--- src/rtl/ata_stat_pkg.sv ---
package ata_stat_pkg;
  localparam logic [2:0] A_ERR = 3'd0;
  localparam logic [2:0] A_CNT = 3'd1;
  localparam logic [2:0] A_CHI = 3'd4;
  localparam logic [2:0] A_SEL = 3'd5;
  localparam logic [2:0] A_CMD = 3'd6;
  localparam logic [2:0] A_CTL = 3'd7;

  localparam int CTL_NIEN = 1;
  localparam int CTL_SRST = 2;
  localparam int CTL_PREV = 7;

  localparam logic [7:0] ERR_SIG = 8'h01;

  // Power-on value of task-file slot idx (0 count, 1 sector, 2 cyl low, 3 cyl high)
  function automatic logic [7:0] sig_val(input int idx, input bit is_pkt);
    case (idx)
      0, 1:    sig_val = 8'h01;
      2:       sig_val = is_pkt ? 8'h14 : 8'h00;
      3:       sig_val = is_pkt ? 8'hEB : 8'h00;
      default: sig_val = 8'h00;
    endcase
  endfunction
endpackage

--- src/rtl/ata_done_timer.sv ---
module ata_done_timer #(
  parameter int SLOW_DELAY = 2,
  parameter int FAST_DELAY = 1,
  localparam int DLY_W = $clog2(SLOW_DELAY + 1)
) (
  input  logic clk,
  input  logic rst,
  input  logic cancel,
  input  logic start,
  input  logic fast,
  input  logic tick,
  output logic busy,
  output logic expire
);
  logic [DLY_W-1:0] cnt_q;

  assign busy   = (cnt_q != '0);
  assign expire = tick && (cnt_q == DLY_W'(1)) && !start && !cancel;

  always_ff @(posedge clk) begin
    if (rst || cancel)
      cnt_q <= '0;
    else if (start)
      cnt_q <= fast ? DLY_W'(FAST_DELAY) : DLY_W'(SLOW_DELAY);
    else if (tick && busy)
      cnt_q <= cnt_q - DLY_W'(1);
  end

  AST_CNT_RANGE: assert property (@(posedge clk) disable iff (rst)
    cnt_q <= DLY_W'(SLOW_DELAY));
  AST_START_BUSY: assert property (@(posedge clk) disable iff (rst)
    start && !cancel |=> busy);
endmodule

--- src/rtl/ata_tf_regs.sv ---
module ata_tf_regs
  import ata_stat_pkg::*;
#(
  parameter int NUM_TF = 4,
  parameter bit IS_PACKET = 1'b0,
  parameter int ADDR_W = 3
) (
  input  logic                   clk,
  input  logic                   rst,
  input  logic                   sig_load,
  input  logic                   wr,
  input  logic [ADDR_W-1:0]      addr,
  input  logic [7:0]             wdata,
  output logic [NUM_TF-1:0][7:0] cur,
  output logic [NUM_TF-1:0][7:0] prev
);
  for (genvar i = 0; i < NUM_TF; i++) begin : g_tf
    localparam logic [ADDR_W-1:0] MY_ADDR = ADDR_W'(i + 1);
    always_ff @(posedge clk) begin
      if (rst) begin
        cur[i]  <= sig_val(i, IS_PACKET);
        prev[i] <= 8'h00;
      end else if (sig_load) begin
        cur[i]  <= sig_val(i, IS_PACKET);
      end else if (wr && addr == MY_ADDR) begin
        prev[i] <= cur[i];
        cur[i]  <= wdata;
      end
    end
  end

  AST_SIG_COUNT: assert property (@(posedge clk) disable iff (rst)
    sig_load |=> cur[0] == 8'h01);
endmodule

--- src/rtl/ata_rd_mux.sv ---
module ata_rd_mux
  import ata_stat_pkg::*;
#(
  parameter int NUM_TF = 4,
  parameter int ADDR_W = 3
) (
  input  logic [ADDR_W-1:0]      addr,
  input  logic                   sel_prev,
  input  logic [7:0]             err,
  input  logic [7:0]             sel,
  input  logic [7:0]             stat,
  input  logic [NUM_TF-1:0][7:0] cur,
  input  logic [NUM_TF-1:0][7:0] prev,
  output logic [7:0]             data
);
  always_comb begin
    data = 8'h00;
    if (addr == A_ERR)
      data = err;
    else if (addr >= A_CNT && addr <= A_CHI)
      data = sel_prev ? prev[addr - A_CNT] : cur[addr - A_CNT];
    else if (addr == A_SEL)
      data = sel;
    else
      data = stat;
  end
endmodule

--- src/rtl/ata_status_ctl.sv ---
module ata_status_ctl
  import ata_stat_pkg::*;
#(
  parameter int ADDR_W = 3,
  parameter int NUM_TF = 4,
  parameter int SLOW_DELAY = 2,
  parameter int FAST_DELAY = 1,
  parameter bit IS_PACKET = 1'b0
) (
  input  logic              clk,
  input  logic              rst,
  input  logic              host_wr,
  input  logic              host_rd,
  input  logic [ADDR_W-1:0] host_addr,
  input  logic [7:0]        host_wdata,
  input  logic              tick,
  input  logic              done_req,
  input  logic              done_fast,
  input  logic              done_drq,
  input  logic [7:0]        done_err,
  output logic [7:0]        host_rdata,
  output logic              irq
);
  logic [7:0] ctl_q, err_q, sel_q, err_base, stat_val, mux_out;
  logic stat_err_q, drq_q, pend_q, seen_q;
  logic busy, expire, srst_edge, cmd_wr, stat_rd, rdy;
  logic [ADDR_W-1:0] eff_addr;
  logic [NUM_TF-1:0][7:0] tf_cur, tf_prev;

  assign srst_edge = host_wr && host_addr == A_CTL && host_wdata[CTL_SRST] && !ctl_q[CTL_SRST];
  assign cmd_wr    = host_wr && host_addr == A_CMD;
  assign eff_addr  = (busy && host_addr < A_CMD) ? A_CMD : host_addr;
  assign stat_rd   = host_rd && eff_addr == A_CMD;
  assign rdy       = IS_PACKET ? seen_q : 1'b1;
  assign stat_val  = {busy, rdy, 1'b0, rdy, drq_q, 2'b00, stat_err_q};
  assign err_base  = cmd_wr ? 8'h00 : err_q;

  ata_done_timer #(.SLOW_DELAY(SLOW_DELAY), .FAST_DELAY(FAST_DELAY)) u_timer (
    .clk(clk), .rst(rst), .cancel(srst_edge), .start(done_req), .fast(done_fast),
    .tick(tick), .busy(busy), .expire(expire));

  ata_tf_regs #(.NUM_TF(NUM_TF), .IS_PACKET(IS_PACKET), .ADDR_W(ADDR_W)) u_tf (
    .clk(clk), .rst(rst), .sig_load(srst_edge), .wr(host_wr), .addr(host_addr),
    .wdata(host_wdata), .cur(tf_cur), .prev(tf_prev));

  ata_rd_mux #(.NUM_TF(NUM_TF), .ADDR_W(ADDR_W)) u_mux (
    .addr(eff_addr), .sel_prev(ctl_q[CTL_PREV]), .err(err_q), .sel(sel_q),
    .stat(stat_val), .cur(tf_cur), .prev(tf_prev), .data(mux_out));

  always_ff @(posedge clk) begin
    if (rst)
      ctl_q <= 8'h00;
    else if (host_wr) begin
      if (host_addr == A_CTL) ctl_q <= host_wdata;
      else                    ctl_q[CTL_PREV] <= 1'b0;
    end
  end

  always_ff @(posedge clk) begin
    if (rst)                             sel_q <= 8'h00;
    else if (host_wr && host_addr == A_SEL) sel_q <= host_wdata;
  end

  always_ff @(posedge clk) begin
    if (rst || srst_edge) begin
      err_q      <= ERR_SIG;
      stat_err_q <= 1'b0;
      drq_q      <= 1'b0;
      pend_q     <= 1'b0;
      seen_q     <= 1'b0;
    end else begin
      if (cmd_wr) begin
        err_q      <= 8'h00;
        stat_err_q <= 1'b0;
        drq_q      <= 1'b0;
        seen_q     <= 1'b1;
      end
      if (done_req) begin
        drq_q  <= 1'b0;
        pend_q <= done_drq;
        if (done_err != 8'h00) begin
          err_q      <= err_base | done_err;
          stat_err_q <= 1'b1;
        end
      end else if (expire) begin
        drq_q <= pend_q;
      end
    end
  end

  always_ff @(posedge clk) begin
    if (rst)                            irq <= 1'b0;
    else if (expire && !ctl_q[CTL_NIEN]) irq <= 1'b1;
    else if (stat_rd)                   irq <= 1'b0;
  end

  always_ff @(posedge clk) begin
    if (rst)          host_rdata <= 8'h00;
    else if (host_rd) host_rdata <= mux_out;
  end

  AST_BSY_NO_DRQ: assert property (@(posedge clk) disable iff (rst)
    busy |-> !drq_q);
  AST_IRQ_RAISE: assert property (@(posedge clk) disable iff (rst)
    expire && !ctl_q[CTL_NIEN] |=> irq);
  AST_IRQ_MASKED: assert property (@(posedge clk) disable iff (rst)
    expire && ctl_q[CTL_NIEN] && !stat_rd |=> irq == $past(irq));
  AST_ALT_KEEP: assert property (@(posedge clk) disable iff (rst)
    host_rd && host_addr == A_CTL && !expire |=> irq == $past(irq));
  AST_PREV_CLEAR: assert property (@(posedge clk) disable iff (rst)
    host_wr && host_addr != A_CTL |=> !ctl_q[CTL_PREV]);
  AST_CMD_CLEARS: assert property (@(posedge clk) disable iff (rst)
    cmd_wr && !done_req |=> err_q == 8'h00 && !stat_err_q);
endmodule

--- config.mk ---
export PLATFORM = sky130hd
export DESIGN_NAME = ata_status_ctl
export DESIGN_NICKNAME = d
export VERILOG_FILES = /design/src/rtl/ata_stat_pkg.sv /design/src/rtl/ata_done_timer.sv /design/src/rtl/ata_tf_regs.sv /design/src/rtl/ata_rd_mux.sv /design/src/rtl/ata_status_ctl.sv
export SDC_FILE = /design/constraint.sdc
export NUM_CORES = 1
export LEC_CHECK = 0
export BUFFER_PORTS_ARGS = -buffer_cell sky130_fd_sc_hd__buf_4
export CAP_MARGIN = 20
export CORE_ASPECT_RATIO = 1.75
export CORE_MARGIN = 10
export CORE_UTILIZATION = 55
export DETAILED_ROUTE_END_ITERATION = 6
export PLACE_DENSITY = 0.74
export SYNTH_ARGS = -nofsm -noshare
export SYNTH_HDL_FRONTEND = slang
export SYNTH_HIERARCHICAL = 1
export SYNTH_SLANG_ARGS = --single-unit
--- constraint.sdc ---
create_clock -name clk -period 2.8 [get_ports clk]
set_clock_uncertainty 0.1 [all_clocks]
set_input_delay 0 -clock clk [delete_from_list [all_inputs] [get_ports clk]]
set_output_delay 0 -clock clk [all_outputs]
set_load 0.01 [all_outputs]
==> qor.txt <==
status: complete, no violations
Worst Setup Path Type: register to register
Async S/R FF share, synth: 0
DRC viols: 0
drt initial violations: 217
n_diodes: 0
Leak: 2.239 nW
CTS buffer count: 9
number of placed instances, taps included: 623
Req. time, crit path: 2.91 ns
Worst setup SP type: register
Sequential Power Share: 0.453
fin crit period: 2.625 ns
Setup Slack @ Placement: 0.09170 ns
clock latency on the worst-skew pair: 0.35 ns
mean number of vias per cell: 5.583
VDD IR max: 0.4281 mV
CTS tree: yes
pin count of the biggest net entering global routing: 81
final hold violations: 0
Hold Crit Class: input port to register
final WL: 12190 µm
fin crit share: 0.9377
Fin Setup TNS: 0 ns
post-detail-place hpwl: 8045 µm
# IOs: 36
die width: 90.93 µm
slew margin rel.: 0.4976
Slowest cell on crit path: mux4_1
cells along the critical path: inv_1 > ha_2 > inv_2 > a21boi_4 > buf_4 > buf_4 > mux4_1 > mux2i_1 > nand2_1 > a22o_1 > mux2i_1 > nor2_1
GPL Wtd Cong: 0.7995
cell count after synthesis: 495
Critical Path Start: u_timer/cnt_q[0]$_SDFFE_PP0P_
routed len/inst: 18.08 µm
Psw: 0.8046 mW
Worst R2R Start: u_timer/cnt_q[0]$_SDFFE_PP0P_
Crit. End Element: register
#FFs+latches synth: 97
area grow syn2layout: 19.66%
total grt overflow: 0
max-cap violations: 0
Slew Limit Fails: 0
FMAX: 380.9 MHz
Syn. warnings: 6
CTS max path bufs: 2
worst hold slack: 0.06168 ns
Routed Antenna Nets: 0
hold path start: host_addr[2]
switching portion of total power: 0.2528
total track usage: 0.1916
Reg clk slew, reported paths: 0.07 ns
Synth Area per Inst: 9.782 µm²
Initial Util: 0.5621
Fillers: 670
total core area: 8615 µm²
Final WS setup: 0.1746 ns
register area share after synthesis: 0.4010
Non-Filler Instances: 674
initial antenna violation count: 0
RSZ-0062 raised after global routing: no
port buffer count: 35
Power per Cell Area: 549.2 nW/µm²
FP Rows: 45
Top FF cell, synth: dfxtp_1
distinct cell type count after synthesis: 52
first-pass GRT wire length: 19960 µm
EDFF count, synth: 0
H-tree levels: 3
CP peak stage delay: 0.54 ns
pin slew with the least headroom to its limit: 0.7493 ns
layout cells sized above 1: 0.1634
internal cell power: 2.378 mW
vias in the first global route: 3955
clk sinks: 97
vias: 3763
final setup fails: 0
chip height: 144.1 µm
drt pass-1 iters: 4
final net count: 583
crit path max fanout: 5
CTS root buf: clkbuf_16
Clk pwr share: 0.398
arrival time worst endpoint: 2.74 ns
Gate power share: 0.149
die area: 13110 µm²
commonest non-fill, non-tap cells in the layout: dfxtp_1 (97), mux2i_1 (67), nand2_1 (64)
commonest non-fill, non-tap cell in the layout: dfxtp_1
Post-Syn Area: 4842 µm²
final core utilization: 0.6726
==> path summary, 6_finish.rpt <==
kind                                              endpoint  depth (start not counted)  slack (ns)
worst min register to register       sel_q[0]$_SDFFE_PP0P_                          2        0.36
worst min-delay path                 ctl_q[2]$_SDFFE_PP0P_                          4        0.06
worst max register to register  host_rdata[7]$_SDFFE_PP0P_                         12        0.17
worst max-delay path            host_rdata[7]$_SDFFE_PP0P_                         12        0.17
==> worst max-delay path, delay by kind of cell, from the launching register on <==
family | cells | cell delay, ns
AND/OR/NAND/NOR | 2 | 0.13
buffers and inverters | 4 | 0.46
flip-flops | 1 | 0.32
adder cells (fa/ha/maj) | 1 | 0.22
multiplexers | 3 | 0.85
AO/OA/AOI/OAI | 2 | 0.42
==> per-layer routing <==
metal  GRT usage  up-vias  part of all wire
met5           0        -                 0
met4      0.1011        0             0.029
met3     0.03425       24             0.035
met2      0.3558       84              0.55
met1      0.1994     1822              0.39
li1            -     1833                 -
==> stage by stage <==
step / cell area, µm² / power [mW]
floorplan: 4853 / 1.754
CTS: 5751 / 3.185
global route: 5794 / 3.294
global placement: 5135 / 1.879
finish: 5794 / 3.182
detailed placement: 5135 / 1.891
==> registers in the layout, summed over array words and instances (netlist names) <==
| signal | flops |
|---|---|
| u_tf/prev | 32 |
| pend_q | 1 |
| ctl_q | 3 |
| drq_q | 1 |
| err_q | 8 |
| host_rdata | 8 |
| sel_q | 8 |
| u_tf/cur | 32 |
| irq | 1 |
| u_timer/cnt_q | 2 |
| stat_err_q | 1 |
==> cells by family (layout without fill, tap and decap cells) <==
logic type / count (synthesis) / in the layout / synth area share
XOR/XNOR: 1 / 1 / 0.001809
other: 2 / 5 / 0.001551
flip-flops: 97 / 97 / 0.4010
AO/OA/AOI/OAI: 75 / 75 / 0.09638
AND/OR/NAND/NOR: 188 / 188 / 0.2173
multiplexers: 83 / 83 / 0.2183
buffers and inverters: 45 / 104 / 0.05323
adder cells (fa/ha/maj): 4 / 4 / 0.01034
==> power groups by stage <==
| stage | clock network, mW | registers [mW] | logic [mW] |
|---|---|---|---|
| floorplan | 0 | 1.47 | 0.282 |
| CTS | 1.29 | 1.44 | 0.458 |
| global route | 1.34 | 1.45 | 0.512 |
| finish | 1.27 | 1.44 | 0.473 |
| detailed placement | 0 | 1.47 | 0.418 |
| global placement | 0 | 1.47 | 0.406 |
==> cells in the mapped netlist (all sizes together), types with 2 or more instances <==
library cell,number,area [µm²]
a21oi,43,215.2
a22o,8,70.07
a22oi,7,52.55
and4b,2,20.02
and4bb,3,37.53
buf,23,171.4
clkbuf,13,52.55
conb,2,7.510
dfxtp,97,1942
ha,4,50.05
inv,9,33.78
mux2i,67,670.6
mux4,16,386.6
nand2,65,246.5
nand2b,52,330.3
nand3b,9,67.56
nand4b,3,41.29
nor2,35,131.4
nor2b,2,12.51
nor3,3,26.28
nor4b,3,38.79
o21ai,9,45.04
or2,3,18.77
or4,3,26.27
==> timing repair <==
item | CTS | global route
hold buffers | 31 | 0
endpoints found under the setup margin | 0 | 8
hold endpoints to repair | 64 | 0
buffers inserted | 0 | 4
gates resized for setup | 0 | 4
==> final cells by class <==
class | count | area [µm²] | area share
well taps | 117 | 146.4 | 0.02526
flip-flops and latches | 97 | 1942 | 0.3351
clock buffers | 11 | 242.7 | 0.04189
inverters | 9 | 33.78 | 0.005830
repair buffers | 79 | 699.4 | 0.1207
multi-input cells | 356 | 2668 | 0.4604
clock inverters | 5 | 62.56 | 0.01080
Power figures use the tool's default switching activity.
